==> src/rtl/memCheckPkg.sv <==
package memCheckPkg;

  typedef enum logic [1:0] {
    MODE_OFF  = 2'd0,
    MODE_PAR  = 2'd1,
    MODE_EDAC = 2'd2,
    MODE_RSVD = 2'd3
  } modeE;

  // strobes the control half hands to the datapath
  typedef struct packed {
    logic genPar;
    logic genEdac;
    logic oddSel;
    logic evalPar;
    logic evalEdac;
    logic capture;
  } ctrlStrobeS;

  // number of position bits needed to cover dataW data bits
  function automatic int hamWidth(input int dataW);
    for (int r = 1; r < 31; r++) begin
      if ((1 << r) >= dataW + r + 1) return r;
    end
    return 31;
  endfunction

  // codeword position of data bit j: the j-th non power of two from 3 upward
  function automatic int dataPos(input int j);
    int cnt;
    cnt = 0;
    for (int p = 3; p < 65536; p++) begin
      if ((p & (p - 1)) != 0) begin
        if (cnt == j) return p;
        cnt++;
      end
    end
    return 0;
  endfunction

endpackage

==> src/rtl/memCheckCtrl.sv <==
module memCheckCtrl
  import memCheckPkg::*;
(
  input  logic       clk,
  input  logic       rstN,
  input  logic       cfgWe,
  input  logic [1:0] cfgMode,
  input  logic       cfgOdd,
  input  logic       accStb,
  input  logic       accRead,
  output ctrlStrobeS ctl
);

  modeE modeQ;
  logic oddQ;
  logic isPar;
  logic isEdac;

  always_ff @(posedge clk) begin
    if (!rstN) begin
      modeQ <= MODE_OFF;
      oddQ  <= 1'b0;
    end else if (cfgWe) begin
      modeQ <= modeE'(cfgMode);
      oddQ  <= cfgOdd;
    end
  end

  // reserved code behaves as off
  always_comb begin
    isPar  = 1'b0;
    isEdac = 1'b0;
    unique case (modeQ)
      MODE_PAR:  isPar  = 1'b1;
      MODE_EDAC: isEdac = 1'b1;
      default: ;
    endcase
  end

  always_comb begin
    ctl.genPar   = isPar;
    ctl.genEdac  = isEdac;
    ctl.oddSel   = oddQ;
    ctl.evalPar  = isPar;
    ctl.evalEdac = isEdac;
    ctl.capture  = accStb & accRead;
  end

endmodule

==> src/rtl/memCheckPath.sv <==
module memCheckPath
  import memCheckPkg::*;
#(
  parameter int DATA_W = 16,
  parameter int HAM_W  = 5,
  localparam int CHK_W = HAM_W + 1
) (
  input  logic              clk,
  input  logic              rstN,
  input  ctrlStrobeS        ctl,
  input  logic [DATA_W-1:0] dataIn,
  input  logic [CHK_W-1:0]  chkIn,
  output logic [CHK_W-1:0]  chkOut,
  output logic              parErrN,
  output logic              sglErr,
  output logic              dblErr,
  output logic [CHK_W-1:0]  syndrome
);

  logic [DATA_W-1:0] selBits [HAM_W];
  logic [HAM_W-1:0]  hamGen;
  logic              dataPar;
  logic              overallGen;
  logic [HAM_W-1:0]  synHam;
  logic              synAll;
  logic              parBad;

  // each position bit covers the data bits whose position has that bit set
  for (genvar k = 0; k < HAM_W; k++) begin : g_ham
    for (genvar j = 0; j < DATA_W; j++) begin : g_sel
      if (((dataPos(j) >> k) & 1) == 1) begin : g_on
        assign selBits[k][j] = dataIn[j];
      end else begin : g_off
        assign selBits[k][j] = 1'b0;
      end
    end
    assign hamGen[k] = ^selBits[k];
  end

  assign dataPar    = ^dataIn;
  assign overallGen = dataPar ^ (^hamGen);

  always_comb begin
    chkOut = '0;
    if (ctl.genEdac) begin
      chkOut = {overallGen, hamGen};
    end else if (ctl.genPar) begin
      chkOut[0] = dataPar ^ ctl.oddSel;
    end
  end

  // read-side evaluation
  assign synHam = hamGen ^ chkIn[HAM_W-1:0];
  assign synAll = dataPar ^ (^chkIn);
  assign parBad = dataPar ^ chkIn[0] ^ ctl.oddSel;

  always_ff @(posedge clk) begin
    if (!rstN) begin
      parErrN  <= 1'b1;
      sglErr   <= 1'b0;
      dblErr   <= 1'b0;
      syndrome <= '0;
    end else if (ctl.capture) begin
      parErrN  <= ~(ctl.evalPar & parBad);
      sglErr   <= ctl.evalEdac & synAll;
      dblErr   <= ctl.evalEdac & ~synAll & (|synHam);
      syndrome <= ctl.evalEdac ? {synAll, synHam} : '0;
    end else begin
      parErrN  <= 1'b1;
      sglErr   <= 1'b0;
      dblErr   <= 1'b0;
      syndrome <= '0;
    end
  end

endmodule

==> src/rtl/memCheckUnit.sv <==
module memCheckUnit
  import memCheckPkg::*;
#(
  parameter int DATA_W = 16,
  localparam int HAM_W = hamWidth(DATA_W),
  localparam int CHK_W = HAM_W + 1
) (
  input  logic              clk,
  input  logic              rstN,
  input  logic              cfgWe,
  input  logic [1:0]        cfgMode,
  input  logic              cfgOdd,
  input  logic              accStb,
  input  logic              accRead,
  input  logic [DATA_W-1:0] dataIn,
  input  logic [CHK_W-1:0]  chkIn,
  output logic [CHK_W-1:0]  chkOut,
  output logic              parErrN,
  output logic              sglErr,
  output logic              dblErr,
  output logic [CHK_W-1:0]  syndrome
);

  ctrlStrobeS ctl;

  memCheckCtrl uCtrl (
    .clk     (clk),
    .rstN    (rstN),
    .cfgWe   (cfgWe),
    .cfgMode (cfgMode),
    .cfgOdd  (cfgOdd),
    .accStb  (accStb),
    .accRead (accRead),
    .ctl     (ctl)
  );

  memCheckPath #(
    .DATA_W (DATA_W),
    .HAM_W  (HAM_W)
  ) uPath (
    .clk      (clk),
    .rstN     (rstN),
    .ctl      (ctl),
    .dataIn   (dataIn),
    .chkIn    (chkIn),
    .chkOut   (chkOut),
    .parErrN  (parErrN),
    .sglErr   (sglErr),
    .dblErr   (dblErr),
    .syndrome (syndrome)
  );

endmodule

==> config.mk <==
export PLATFORM = sky130hd
export DESIGN_NAME = memCheckUnit
export DESIGN_NICKNAME = d
export VERILOG_FILES = /design/src/rtl/memCheckPkg.sv /design/src/rtl/memCheckCtrl.sv /design/src/rtl/memCheckPath.sv /design/src/rtl/memCheckUnit.sv
export SDC_FILE = /design/constraint.sdc
export NUM_CORES = 1
export LEC_CHECK = 0
export ABC_AREA = 1
export CORE_MARGIN = 2
export CORE_UTILIZATION = 50
export CTS_CLUSTER_DIAMETER = 120
export DETAILED_ROUTE_END_ITERATION = 8
export PLACE_DENSITY = 0.95
export SYNTH_ARGS = -nofsm -noshare
export SYNTH_HDL_FRONTEND = slang
export SYNTH_SLANG_ARGS = --single-unit
==> constraint.sdc <==
create_clock -name clk -period 2.8 [get_ports clk]
set_clock_uncertainty 0.2 [all_clocks]
set_input_delay 0.28 -clock clk [delete_from_list [all_inputs] [get_ports clk]]
set_output_delay 0.28 -clock clk [all_outputs]
set_load 0.02 [all_outputs]
==> flow_summary.ini, run 1 <==
[timing]
maxSlewViolCount = 0
setup_viol = 0
fmax_mhz = 370
fin_crit_sh = 0.965
relSlewSlack = 0.817
worstMarginPinSlew_ns = 0.274
hold_viol = 0
min_period_ns = 2.70

[clock_network]
cts_made_buffers = 3
cts_htree_levels = 1
cts_tree = built
clkLatencyLatePin_ns = 0.27
clkTransAtPathRegs_ns = 0.07
cts_buffer_depth = 2
cts_root_buf = clkbuf_4
post-cts-setup-buffer-count = 0
clock-sinks = 12

[synthesis]
yosys.area.top_type = nand2_1
synth_cell_types = 16
seq_area_frac_synth = 0.172
synth.cell_area_um2 = 1390
syn_nets = 296
yosys_warnings = 0
synth_area_leaders = nand2_1, dfxtp_1, nand3_1, inv_1, xor2_1
ys_ff_latch = 12
synth_top_area_share = 0.342
syn_area_per_cell_um2 = 5.24
synthCells = 266

[global_route]
grt_overflow_total = 0
grt_pass1_vias = 1672
grt_pass1_wl_um = 6330
grt_max_degree = 8
antenna_found_initial = 0
grt_usage = 0.241

[job]
maxCapViolCount = 0

[placement]
gp_congestion = 0.890
port_buffers = 44
dpl.hpwl_um = 3020

[setup_path]
cpMaxStageDelayCell = clkdlybuf4s50_1
cp_max_fo = 4
required_ns = 2.32
worstSetupPathType = in2out
cp_cell_sequence = clkdlybuf4s50_1, inv_1, nand2_1, nand3_1, nand2_2, inv_1, nand2_1, nand2_2, buf_4, nor2_1, clkdlybuf4s50_1
cp_data_arrival_time_ns = 2.22
critPathCaptureType = output pin
start_kind = input port
r2r_cells = 6
critical-path-max-stage-delay_ns = 0.61

[route]
dr_total_vias = 1766
wirelength_um = 3590
antenna_left = 0
drc = 0
via_per_inst = 4.88
drtIter0Drc = 62
wl_per_cell_um = 9.92
firstDrtPassIters = 4

[floorplanning]
start_util = 0.514
die_w_um = 56.8
dieArea_um2 = 3230
ioPinCount = 45
die_y_um = 56.8
fp.coreArea_um2 = 2710
row_count = 19

[pwr]
power.density_nw_per_um2 = 345
vdd_ir_drop_max_mv = 0.412
power_w = 0.000704
p_leak_nw = 1.19

[finish]
postLayoutCoreUtil = 0.753
drive_gt1_frac = 0.148
layout_common_cells = nand2_1, clkdlybuf4s50_1, nand3_1, inv_1, nor2_1
area_delta_synth_final_pct = 46.3
insertedDiodeCount = 0
nets = 363
final_common_cell = nand2_1

[min_path]
hold_path.class = reg2reg
hold_depth = 2

[status]
status = complete, no violations
-- timing repair --
item / CTS / global route
resized for setup: 6 / 10
endpoints found under the hold margin: 0 / 0
pin swaps: 0 / 0
endpoints found under the setup margin: 5 / 5
hold buffers: 0 / 0
-- worst max-delay path: cells and delay by family --
kind,cells,cell delay (ns)
simple gates,6,0.53
buf+inv,5,1.40
-- registers in the layout, summed over array words and instances, names as in the netlist --
name            cells
uCtrl.oddQ          1
uPath.syndrome      6
uCtrl.modeQ         2
uPath.sglErr        1
uPath.parErrN       1
uPath.dblErr        1
-- stage by stage --
| stage | area (µm²) | setup WS, ns | TNS [ns] | instances | hold WS (ns) |
|---|---|---|---|---|---|
| after CTS | 2030 | 0.0239 | 0 | 362 | 0.280 |
| after floorplan | 1390 | 0.780 | 0 | 266 | 0.215 |
| final | 2040 | 0.0989 | 0 | 362 | 0.277 |
| after global routing | 2040 | -0.0322 | -0.0394 | 362 | 0.305 |
| after global placement | 2000 | -0.203 | -0.421 | 359 | 0.275 |
| after detailed placement | 2000 | -0.279 | -0.638 | 359 | 0.271 |
-- kinds of logic (layout without fill, tap and decap cells) --
logic type / Yosys count / after routing / synth area share
XOR/XNOR: 21 / 21 / 0.132
flip-flops: 12 / 12 / 0.172
AND/OR/NAND/NOR: 190 / 190 / 0.562
AO/OA/AOI/OAI: 6 / 6 / 0.0224
buffers and inverters: 37 / 102 / 0.111
-- synth_stat cells (all sizes together) --
master and number:
a21oi 2, buf 3, dfxtp 12, inv 34, nand2 139, nand3 27
nand3b 1, nor2 23, o21ai 3, o22ai 1, xnor2 10, xor2 11
-- layer usage --
metal	track usage	up-vias	routed length (µm)
met5	0	-	0
met4	0.110	0	103
met3	0.0323	14	149
met2	0.453	60	1820
met1	0.262	755	1520
li1	-	937	-
-- power breakdown --
group	internal, W	total [W]	switching [W]
Combinational	0.000189	0.000420	0.000231
Clock	0.0000498	0.000105	0.0000557
Sequential	0.000175	0.000178	0.00000268
Total	0.000414	0.000704	0.000290
-- layout make-up --
| cell class | instances | area, µm² |
|---|---|---|
| timing repair buffer | 65 | 597 |
| multi-input combinational | 217 | 1010 |
| tap | 31 | 38.8 |
| fill | 203 | 671 |
| clock buffer | 3 | 22.5 |
| sequential | 12 | 240 |
| inverter | 34 | 128 |
-- path summary, 6_finish.rpt --
| kind | startpoint | end | slack (ns) |
|---|---|---|---|
| worst min-delay path | uCtrl.modeQ[1]$_SDFFE_PN0P_ | uCtrl.modeQ[1]$_SDFFE_PN0P_ | 0.28 |
| worst min register to register | uCtrl.modeQ[1]$_SDFFE_PN0P_ | uCtrl.modeQ[1]$_SDFFE_PN0P_ | 0.28 |
| worst max-delay path | dataIn[8] | chkOut[3] | 0.1 |
| worst max register to register | uCtrl.modeQ[1]$_SDFFE_PN0P_ | uPath.syndrome[4]$_SDFF_PN0_ | 1.50 |
No activity file was read; power rests on OpenSTA's default activity.
==> run 2, diff against run 1 <==
--- a/config.mk
+++ b/config.mk
@@ -8,9 +8,11 @@
 export ABC_AREA = 1
 export CORE_MARGIN = 2
 export CORE_UTILIZATION = 50
+export CTS_BUF_LIST = sky130_fd_sc_hd__clkbuf_16
 export CTS_CLUSTER_DIAMETER = 120
 export DETAILED_ROUTE_END_ITERATION = 8
 export PLACE_DENSITY = 0.95
+export SETUP_SLACK_MARGIN = 0.4
 export SYNTH_ARGS = -nofsm -noshare
 export SYNTH_HDL_FRONTEND = slang
 export SYNTH_SLANG_ARGS = --single-unit
==> run 2 against run 1 <==
Largest power group unchanged. Final area increased by 3.4%. Final cell count up 0.83%. Non-clock buffer count up 3. Setup slack gained 0.29 ns. Critical endpoint is now chkOut[5]. Sequential cell count stayed put. Sequential share of layout area decreased by 0.38 points. Critical path type unchanged. Total power is 28% higher. Via count grew 7.0%. Critical path depth increased by 5. Combinational power is 11% higher.
==> flow_summary.ini, run 2 (synthesized netlist as in run 1, its figures left out) <==
[clock_network]
cts_tree = built
clkLatencyLatePin_ns = 0.24
cts_htree_levels = 1
cts_root_buf = clkbuf_16
cts_buffer_depth = 2
cts_hold_buffers = 0
clkTransAtPathRegs_ns = 0.04
clock-sinks = 12
cts_made_buffers = 3

[finish]
largestRegisters = uPath.syndrome (6), uCtrl.modeQ (2)
layout_common_cells = nand2_1, nand2_2, buf_4, nand3_1
drive_gt1_frac = 0.287
top_register = uPath.syndrome
final_common_cell = nand2_1
area_delta_synth_final_pct = 51.3
nets = 366
largest_reg_flops = 6
final_area_um2 = 2110
insertedDiodeCount = 0
finalNonFillerCells = 365

[route]
wirelength_um = 4410
via_per_inst = 5.18
dr_total_vias = 1889
firstDrtPassIters = 5
antenna_left = 0
drtIter0Drc = 105
drc = 0
wl_per_cell_um = 12.1

[setup_path]
cp_data_arrival_time_ns = 1.93
worstSetupPathType = in2out
start_kind = input port
critPathCaptureType = output pin
cp_max_fo = 5
required_ns = 2.32

[timing]
worstMarginPinSlew_ns = 0.247
rsz0062_at_grt = no
relSlewSlack = 0.834
setup_viol = 0
min_period_ns = 2.41
hold_viol = 0
fmax_mhz = 414
fin_crit_sh = 0.862
maxSlewViolCount = 0

[placement]
port_buffers = 44
dpl-instance-area_um2 = 2000
dpl.cell_count = 359
gp_congestion = 0.890
dpl.hpwl_um = 3020

[status]
status = complete, no violations

[floorplanning]
start_util = 0.514
dieArea_um2 = 3230
die_y_um = 56.8
ioPinCount = 45
die_w_um = 56.8
row_count = 19
fp.coreArea_um2 = 2710

[global_route]
grt_pass1_vias = 1778
grt_max_degree = 8
grt_overflow_total = 0
grt_pass1_wl_um = 6840
grt_usage = 0.266
antenna_found_initial = 0

[pwr]
vdd_ir_drop_max_mv = 0.463
p_leak_nw = 1.20
power.density_nw_per_um2 = 429

[job]
maxCapViolCount = 0

[min_path]
hold_path.class = reg2reg
[run 2: changes by cell type in the layout (fill, tap and decap cells not counted), sizes merged]
| cell | delta |
|---|---|
| buf | +6 |
| dlymetal6s2s | -3 |
| clkbuf | +12 |
| clkdlybuf4s50 | -12 |
[run 2: routing by layer]
layer  track usage  up-vias  share of wire
met3        0.0392       28          0.068
met2         0.495       95           0.51
met1         0.275      823           0.38
met4         0.163        0          0.042
met5             0        -              0
li1              -      943              -
[run 2: layout make-up]
type,count,area (µm²)
clock buffers,3,75.1
fillers,181,602
inverters,34,128
multi-input cells,217,1080
flip-flops and latches,12,240
well taps,31,38.8
repair buffers,68,544
[run 2: critical path, stage by stage]
cell	delay (ns)
clkbuf_2	0.15
inv_2	0.05
nand2_1	0.12
nand3_1	0.13
nand2_1	0.11
nand2_1	0.06
nand2_1	0.10
inv_1	0.06
nand2_2	0.09
nand2_2	0.08
nand2_2	0.09
nand3_2	0.09
nand3_1	0.10
nand2_1	0.08
nor2_1	0.16
buf_4	0.17
[run 2: through the flow]
step                      power, W  worst slack (ns)  hold WS [ns]  utilization  setup TNS [ns]
after CTS                 0.000858             0.277         0.304        0.769               0
after global placement    0.000584            -0.203         0.275        0.739          -0.421
after global routing      0.000946             0.344         0.321        0.778               0
final                     0.000904             0.387         0.304        0.778               0
after floorplan           0.000433             0.780         0.215            -               0
after detailed placement  0.000599            -0.279         0.271        0.739          -0.638
[run 2: timing repair]
item                       in CTS  in global routing
cloned                          0                  0
resized for setup              41                 52
setup endpoints to repair       6                  6
buffers inserted                1                  2
pin swaps                       3                  6
[run 2: where the power goes]
part | internal, W | leakage, nW | switching, W
Clock | 0.000186 | 0.0370 | 0.0000728
Combinational | 0.000198 | 1.07 | 0.000268
Sequential | 0.000177 | 0.0976 | 0.00000323
Total | 0.000560 | 1.20 | 0.000344
[run 2: worst paths after layout]
path / start / to / slack (ns) / depth (start not counted)
setup / recovery: dataIn[1] / chkOut[5] / 0.39 / 16
hold / removal: uCtrl.modeQ[1]$_SDFFE_PN0P_ / uCtrl.modeQ[1]$_SDFFE_PN0P_ / 0.30 / 2
setup reg to reg: uCtrl.modeQ[1]$_SDFFE_PN0P_ / uPath.syndrome[4]$_SDFF_PN0_ / 1.42 / 6
hold reg to reg: uCtrl.modeQ[1]$_SDFFE_PN0P_ / uCtrl.modeQ[1]$_SDFFE_PN0P_ / 0.30 / 2
